===== src/rtl/nbb_pkg.sv =====
package nbb_pkg;
    localparam int WORD_W   = 32;
    localparam int NIB_W    = 4;
    localparam int BYTE_W   = 8;
    localparam int REG_N    = 16;
    localparam int ADDR_W   = $clog2(REG_N);
    localparam int OFF_W    = ADDR_W - 1;
    localparam int BE_W     = WORD_W / BYTE_W;

    // nibble slots inside a read word
    localparam int EVEN_HI_LSB = 28;
    localparam int EVEN_LO_LSB = 20;
    localparam int ODD_HI_LSB  = 12;
    localparam int ODD_LO_LSB  = 4;

    localparam logic [BE_W-1:0]  UPPER_ONLY_BE = 4'b1100;
    localparam logic [OFF_W-1:0] SW_OFF        = 3'd0;
    localparam logic [OFF_W-1:0] SPLIT_OFF     = 3'd6;
    localparam logic [OFF_W-1:0] PRN_OFF       = 3'd7;

    typedef enum logic [1:0] {
        ST_IDLE   = 2'd0,
        ST_STROBE = 2'd1,
        ST_GAP    = 2'd2
    } state_t;

    typedef struct packed {
        logic             we;
        logic [OFF_W-1:0] off;
    } op_t;

    function automatic logic [WORD_W-1:0] place_pair(
        input logic [NIB_W-1:0] even_nib,
        input logic [NIB_W-1:0] odd_nib
    );
        logic [WORD_W-1:0] w;
        w = '0;
        w[EVEN_HI_LSB +: NIB_W] = even_nib;
        w[EVEN_LO_LSB +: NIB_W] = even_nib;
        w[ODD_HI_LSB  +: NIB_W] = odd_nib;
        w[ODD_LO_LSB  +: NIB_W] = odd_nib;
        return w;
    endfunction

    function automatic logic [WORD_W-1:0] merge_ports(
        input logic [WORD_W-1:0] w_in,
        input logic [OFF_W-1:0]  off,
        input logic [BYTE_W-1:0] sw,
        input logic [BYTE_W-1:0] pstat
    );
        logic [WORD_W-1:0] w;
        w = w_in;
        if (off == SW_OFF)  w[31:24] = sw;
        if (off == PRN_OFF) w[23:16] = ~pstat;
        return w;
    endfunction
endpackage


===== src/rtl/nbb_strobe_timer.sv =====
module nbb_strobe_timer #(
    parameter int STROBE_CYC = 2
) (
    input  logic clk,
    input  logic rst,
    input  logic start,
    output logic active,
    output logic done
);
    localparam int CNT_W = $clog2(STROBE_CYC + 1) + 1;

    logic [CNT_W-1:0] cnt_q;
    logic             active_q;

    assign active = active_q;
    assign done   = active_q && (cnt_q == CNT_W'(STROBE_CYC - 1));

    always_ff @(posedge clk) begin
        if (rst) begin
            active_q <= 1'b0;
            cnt_q    <= '0;
        end else if (start) begin
            active_q <= 1'b1;
            cnt_q    <= '0;
        end else if (done) begin
            active_q <= 1'b0;
            cnt_q    <= '0;
        end else if (active_q) begin
            cnt_q <= cnt_q + 1'b1;
        end
    end

    // independent width counter for the strobe check
    logic [CNT_W-1:0] width_q;
    always_ff @(posedge clk) begin
        if (rst)         width_q <= '0;
        else if (active) width_q <= width_q + 1'b1;
        else             width_q <= '0;
    end

    AST_STROBE_WIDTH: assert property (@(posedge clk) disable iff (rst)
        (!active && width_q != '0) |-> (width_q == CNT_W'(STROBE_CYC)));
endmodule


===== src/rtl/nbb_shadow_file.sv =====
module nbb_shadow_file import nbb_pkg::*; (
    input  logic              clk,
    input  logic              rst,
    input  logic              wen,
    input  logic [ADDR_W-1:0] waddr,
    input  logic [NIB_W-1:0]  wnib,
    input  logic [OFF_W-1:0]  rpair,
    output logic [NIB_W-1:0]  even_nib,
    output logic [NIB_W-1:0]  odd_nib
);
    logic [NIB_W-1:0] regs [REG_N];

    for (genvar i = 0; i < REG_N; i++) begin : g_reg
        always_ff @(posedge clk) begin
            if (rst)                                regs[i] <= '0;
            else if (wen && waddr == ADDR_W'(i))    regs[i] <= wnib;
        end
    end

    assign even_nib = regs[{rpair, 1'b0}];
    assign odd_nib  = regs[{rpair, 1'b1}];
endmodule


===== src/rtl/nibble_clock_bridge.sv =====
module nibble_clock_bridge import nbb_pkg::*; #(
    parameter int STROBE_CYC = 2
) (
    input  logic        clk,
    input  logic        rst,
    input  logic        bus_req,
    input  logic        bus_we,
    input  logic [2:0]  bus_off,
    input  logic [3:0]  bus_be,
    input  logic [31:0] bus_wdata,
    output logic [31:0] bus_rdata,
    output logic        bus_ready,
    output logic [3:0]  clk_addr,
    output logic [3:0]  clk_wdata,
    input  logic [3:0]  clk_rdata,
    output logic        clk_rd,
    output logic        clk_wr,
    input  logic [7:0]  sw_cfg,
    input  logic [7:0]  prn_status,
    output logic [7:0]  prn_data
);
    state_t            state_q;
    op_t               op_q;
    logic              odd_phase_q;
    logic [NIB_W-1:0]  even_q;
    logic              use_shadow_q;
    logic [WORD_W-1:0] rdata_q;
    logic              ready_q;
    logic [ADDR_W-1:0] addr_q;
    logic [NIB_W-1:0]  wnib_q;
    logic [BYTE_W-1:0] prn_q;

    logic              accept;
    logic              upper_only;
    logic [ADDR_W-1:0] wr_addr;
    logic [NIB_W-1:0]  wr_nib;
    logic              tmr_start;
    logic              tmr_active;
    logic              tmr_done;
    logic [NIB_W-1:0]  sh_even;
    logic [NIB_W-1:0]  sh_odd;
    logic              prn_load;

    assign accept     = bus_req && (state_q == ST_IDLE);
    assign upper_only = (bus_be == UPPER_ONLY_BE);
    assign wr_addr    = {bus_off, ~upper_only};
    assign wr_nib     = upper_only ? bus_wdata[ODD_LO_LSB +: NIB_W]
                                   : bus_wdata[EVEN_LO_LSB +: NIB_W];
    assign prn_load   = accept && bus_we && upper_only && (bus_off == PRN_OFF);
    assign tmr_start  = (accept && (bus_we || !use_shadow_q)) || (state_q == ST_GAP);

    nbb_strobe_timer #(.STROBE_CYC(STROBE_CYC)) u_timer (
        .clk    (clk),
        .rst    (rst),
        .start  (tmr_start),
        .active (tmr_active),
        .done   (tmr_done)
    );

    nbb_shadow_file u_shadow (
        .clk      (clk),
        .rst      (rst),
        .wen      (accept && bus_we),
        .waddr    (wr_addr),
        .wnib     (wr_nib),
        .rpair    (bus_off),
        .even_nib (sh_even),
        .odd_nib  (sh_odd)
    );

    always_ff @(posedge clk) begin
        if (rst) begin
            state_q      <= ST_IDLE;
            op_q         <= '0;
            odd_phase_q  <= 1'b0;
            even_q       <= '0;
            use_shadow_q <= 1'b0;
            rdata_q      <= '0;
            ready_q      <= 1'b0;
            addr_q       <= '0;
            wnib_q       <= '0;
            prn_q        <= '0;
        end else begin
            ready_q <= 1'b0;
            case (state_q)
                ST_IDLE: begin
                    if (accept) begin
                        op_q <= '{we: bus_we, off: bus_off};
                        if (bus_we) begin
                            addr_q       <= wr_addr;
                            wnib_q       <= wr_nib;
                            use_shadow_q <= (bus_off < SPLIT_OFF) ||
                                            ((bus_off == SPLIT_OFF) && upper_only);
                            if (prn_load) prn_q <= bus_wdata[15:8];
                            state_q <= ST_STROBE;
                        end else if (use_shadow_q) begin
                            rdata_q <= merge_ports(place_pair(sh_even, sh_odd),
                                                   bus_off, sw_cfg, prn_status);
                            ready_q <= 1'b1;
                        end else begin
                            addr_q      <= {bus_off, 1'b0};
                            odd_phase_q <= 1'b0;
                            state_q     <= ST_STROBE;
                        end
                    end
                end
                ST_STROBE: begin
                    if (tmr_done) begin
                        if (op_q.we) begin
                            ready_q <= 1'b1;
                            state_q <= ST_IDLE;
                        end else if (!odd_phase_q) begin
                            even_q      <= clk_rdata;
                            addr_q      <= {op_q.off, 1'b1};
                            odd_phase_q <= 1'b1;
                            state_q     <= ST_GAP;
                        end else begin
                            rdata_q <= merge_ports(place_pair(even_q, clk_rdata),
                                                   op_q.off, sw_cfg, prn_status);
                            ready_q <= 1'b1;
                            state_q <= ST_IDLE;
                        end
                    end
                end
                ST_GAP:  state_q <= ST_STROBE;
                default: state_q <= ST_IDLE;
            endcase
        end
    end

    assign bus_rdata = rdata_q;
    assign bus_ready = ready_q;
    assign clk_addr  = addr_q;
    assign clk_wdata = wnib_q;
    assign clk_rd    = tmr_active && !op_q.we;
    assign clk_wr    = tmr_active && op_q.we;
    assign prn_data  = prn_q;

    AST_STROBE_EXCL: assert property (@(posedge clk) disable iff (rst)
        !(clk_rd && clk_wr));
    AST_READY_QUIET: assert property (@(posedge clk) disable iff (rst)
        bus_ready |-> (!clk_rd && !clk_wr));
    AST_ADDR_STABLE: assert property (@(posedge clk) disable iff (rst)
        (clk_rd && $past(clk_rd)) |-> $stable(clk_addr));
    AST_PRN_ON_WRITE: assert property (@(posedge clk) disable iff (rst)
        !$stable(prn_data) |-> $past(prn_load));
    AST_SHADOW_FAST: assert property (@(posedge clk) disable iff (rst)
        (accept && !bus_we && use_shadow_q) |=> (bus_ready && !clk_rd));
endmodule


===== config.mk =====
export PLATFORM = sky130hd
export DESIGN_NAME = nibble_clock_bridge
export DESIGN_NICKNAME = d
export VERILOG_FILES = /design/src/rtl/nbb_pkg.sv /design/src/rtl/nbb_strobe_timer.sv /design/src/rtl/nbb_shadow_file.sv /design/src/rtl/nibble_clock_bridge.sv
export SDC_FILE = /design/constraint.sdc
export NUM_CORES = 1
export LEC_CHECK = 0
export BUFFER_PORTS_ARGS = -buffer_cell sky130_fd_sc_hd__buf_2
export CORE_MARGIN = 2
export CORE_UTILIZATION = 23
export DETAILED_ROUTE_END_ITERATION = 8
export GPL_TIMING_DRIVEN = 1
export PLACE_DENSITY = 0.52
export SYNTH_ARGS = -nofsm -noshare
export SYNTH_HDL_FRONTEND = slang
export SYNTH_SLANG_ARGS = --single-unit

===== constraint.sdc =====
create_clock -name clk -period 3.71 [get_ports clk]
set_clock_uncertainty 0.2 [all_clocks]
set_input_delay 0.371 -clock clk [delete_from_list [all_inputs] [get_ports clk]]
set_output_delay 0.371 -clock clk [all_outputs]
set_load 0.01 [all_outputs]

== Word-level counts from Yosys, hierarchy flattened ==
Memory sizes are Yosys's and may differ from the RTL's.
Index checks and enable logic that the tools add are counted.

* Register bits: 65
* Bits in writable memories: 64
* Bits of input ports: 63
* Output and inout port bits: 51
* Word-level logic and storage cells: 219
* Memories: 1

* Add/subtract/negate cells: 1
* $lt $le $gt $ge: 1
* Equality and inequality tests: 31
* Mux-type cells: 107
* Bitwise logic cells: 20
* Reduce and logical (&&, ||, !) cells: 45

{| class="wikitable"
|+ Memories
! name !! depth !! bits a word !! read ports !! clocked after memory_dff !! write ports !! line !! text
|-
| u_shadow.regs || 16 || 4 || 2 || 0 || 16 || nbb_shadow_file.sv:11 || <nowiki>logic [NIB_W-1:0] regs [REG_N];</nowiki>
|}

{| class="wikitable"
|+ Operators with widths
! operator !! number
|-
| two-way mux 32 bit || 6
|-
| two-way mux 4 bit || 23
|-
| one-hot mux 32 bit (2 select lines) || 1
|-
| two-way mux 1 bit || 63
|-
| == test 4 bit, second input constant || 9
|-
| two-way mux 8 bit || 4
|-
| logical AND 1 bit || 25
|-
| == test 4 x 3 -> 1 bit, second input constant || 4
|-
| inequality test 2 bit, second input constant || 8
|-
| bitwise OR 1 bit || 16
|-
| two-way mux 2 bit || 6
|-
| AND reduction 6 bit || 2
|-
| == test 3 bit, second input constant || 3
|-
| == test 4 x 2 -> 1 bit, second input constant || 2
|-
| inverter 8 bit || 1
|-
| one-hot mux 4 bit (2 select lines) || 1
|-
| AND reduction 4 bit || 2
|-
| AND reduction 7 bit || 1
|-
| zero test 3 bit || 2
|-
| one-hot mux 2 bit (3 select lines) || 1
|-
| AND reduction 3 bit || 2
|-
| == test 4 x 1 -> 1 bit, second input constant || 1
|-
| zero test 4 bit || 1
|-
| one-hot mux 1 bit (2 select lines) || 2
|-
| other kinds (13) || 19
|}

== Logic depth before layout (Yosys ltp) ==
* Depth in word-level cells: 8
* Depth in mapped cells: 7

== Modules after synthesis ==
A second synthesis with hierarchy kept.

* Cells, all modules: 496
* Area, all modules: 5622.9 um^2

{| class="wikitable"
|+ By module, submodules not included
! module !! times used !! cells each !! area an instance (um^2) !! sequential area each (um^2)
|-
| nbb_shadow_file || 1 || 211 || 3128.0 || 1921.8
|-
| nibble_clock_bridge || 1 || 263 || 2301.0 || 980.9
|-
| nbb_strobe_timer || 1 || 22 || 193.9 || 80.1
|}

== Worst setup path after synthesis ==
OpenSTA, ideal clock, no wires.

* Path type: input to register
* Start point: in bus_be[0]
* End point: mem u_shadow.regs[2][3] (netlist: u_shadow.regs[1][3]) (data pin)
* Setup time: 0.266 ns
* Arrival: 1.747 ns
* Required time: 3.244 ns
* Slack: 1.497 ns
* Cell stages on the path: 5
* Cell sequence: and4bb_1 buf_2 mux2i_1 clkbuf_1 nor2_1

{| class="wikitable"
|+ RTL lines
! item !! line !! text
|-
| start, declared || nibble_clock_bridge.sv:9 || <nowiki>input logic [3:0] bus_be,</nowiki>
|-
| end, declared || nbb_shadow_file.sv:11 ||
|}

==> reports/results.txt <==
status = finished clean
fin crit share = 66.9%
post-DR wirelength/cell = 15.2 um
TritonRoute pass-1 iters = 6
Crit Path Class = reg2reg
Post-Layout Inst Area = 0.00686 sq mm
minimum clock period = 2480 ps
Syn Std Cell Area = 0.00542 sq mm
Port Buffers = 89
first-pass GRT wire length = 22.0 mm
Worst Setup Start Kind = flip-flop
Post-synth ARST share = 0%
Filler cells = 2462
vias per std cell = 4.35
final setup fails = 0
GPL Wtd Cong = 0.754
Slew Limit Headroom = 43.8%
Max Root-Sink Buffers = 2
share of layout cells above drive strength 1 = 25.6%
chip height = 157 um
Unique masters post-synth = 53
io pins = 114
cell taking the most area after synthesis = edfxtp_1
Hold Buf Count CTS = 16
H-tree levels = 4
Syn. warnings = 0
HP Class = in2reg
die area = 0.0248 sq mm
Avg Cell Area, Syn = 10.8 sq um
Max FO, Critical Path = 11
Iter 0 DRT Violations = 267
TritonCTS clock tree = done
Setup Fix Bufs, Post-CTS = 0
Nets = 662
Clock Latency Late Sink = 420 ps
drt drc = 0
clock slew at reported path FFs = 50 ps
Synth area leaders = edfxtp_1, dfxtp_1, nor2_1
Row Count = 56
vias in the first global route = 3902
EDFF count, synth = 64
Yosys reg bits = 117
Worst setup EP type = flip-flop
global-route usage over all layers = 11.9%
Worst IR Drop VDD = 0.313 mV
Top FF cell, synth = edfxtp_1
GRT Residual Overflow = 0
Power Dens Cells = 495 mW/mm^2
worst slew pin tran = 843 ps
Post-Syn Instances = 503
remaining antenna violation count = 0
chip width = 157 um
CTS root buffer = clkbuf_16
largest net degree at the start of global routing = 40
final hold vios = 0
TNS Setup = 0 ps
Lkg Pwr = 2.71 nW
antenna violations before repair = 2
core area = 0.0233 sq mm
starting density of the core = 23.3%
hpwl dp = 9.74 mm
Area Growth Syn to Fin = 26.7%
register area share after synthesis = 55.1%
CTS sink count = 117
share of the synthesized area in the top cell type = 35.5%
Peak Freq = 403 MHz
RSZ-0062 raised after global routing = false
Post-Place Cell Area = 0.00610 sq mm
CTS buffer count = 17
WP data required = 3620 ps
top-count cell post-synth = nor2_1
Routed WL = 14.1 mm
max cap viols = 0
CTS resizes = 0
via count = 4050
critical path data arrival time = 2400 ps
Max Slew Vio Count = 0
top post-synthesis cells by count = nor2_1, edfxtp_1, dfxtp_1, nand2_1, mux2i_1
[power breakdown]
group          total, mW  switching [mW]  internal [mW]
clock               1.65           0.574           1.08
sequential          1.44          0.0258           1.41
combinational      0.305           0.184          0.120
[cells by family (layout without fill, tap and decap cells)]
| group | Yosys count | after routing | synth area share, % |
|---|---|---|---|
| AND/OR/NAND/NOR | 207 | 207 | 17.5 |
| flip-flops | 117 | 117 | 55.1 |
| AO/OA/AOI/OAI | 82 | 82 | 12.4 |
| buffers and inverters | 54 | 154 | 5.18 |
| multiplexers | 38 | 38 | 8.99 |
| adder cells (fa/ha/maj) | 2 | 2 | 0.462 |
| XOR/XNOR | 2 | 2 | 0.324 |
| other | 1 | 9 | 0.0692 |
[sequential cells by signal, indices dropped and copies added (netlist names)]
signal          flops
bus_rdata          20
even_q              4
op_q                4
state_q             2
u_timer.cnt_q       3
bus_ready           1
clk_addr            4
use_shadow_q        1
clk_wdata           4
prn_data            8
u_shadow.regs      64
odd_phase_q         1
u_timer.active      1
[cell usage in the layout (no fill, tap or decap), types with 9 or more instances in the layout]
master,count
nor2_1,103
buf_2,89
edfxtp_1,64
dfxtp_1,53
nand2_1,51
mux2i_1,25
clkbuf_16,17
dlygate4sd3_1,16
a21oi_1,13
nand3_1,11
a311oi_1,11
a211oi_1,10
buf_4,9
[layout make-up]
class	count	area [sq um]	share of cell area, %
diodes	1	2.50	0.0365
flip-flops and latches	117	2980	43.5
clock buffers	21	460	6.71
inverters	8	30.0	0.438
clock inverters	11	133	1.93
repair buffers	114	673	9.81
well taps	319	399	5.82
multi-input cells	339	2180	31.8
[metrics by stage]
step | cells | setup WS (ps) | utilization [%] | hold WS [ps] | total power [mW]
2_1_floorplan | 510 | 1500 | - | 262 | 1.66
3_3_place_gp | 881 | 1150 | 26.2 | 239 | 1.76
3_5_place_dp | 881 | 1150 | 26.2 | 248 | 1.76
4_1_cts | 929 | 1210 | 29.5 | 4.75 | 3.44
5_1_grt | 929 | 1050 | 29.5 | 23.1 | 3.52
6_report | 930 | 1230 | 29.5 | 22.7 | 3.39
[critical path, cell delays in order, from the launching register on]
cell	delay, ps
dfxtp_1	380
or3b_1	660
nor3_4	500
a31oi_4	220
inv_1	210
[metal layers]
metal | part of all wire [%] | global-route usage, %
met5 | 0.092 | 0
met1 | 46 | 15.5
met4 | 1.8 | 4.94
met2 | 46 | 18.4
met3 | 6.1 | 3.55
[worst paths after layout]
path                  from  cells after the start  slack (ps)                  end
min           clk_rdata[1]                      3          20            even_q[1]
max reg2reg     state_q[0]                      4        1230  u_shadow.regs[7][1]
max             state_q[0]                      4        1230  u_shadow.regs[7][1]
min reg2reg  bus_rdata[25]                      2         250        bus_rdata[25]
No activity file was read; power rests on OpenSTA's default activity.
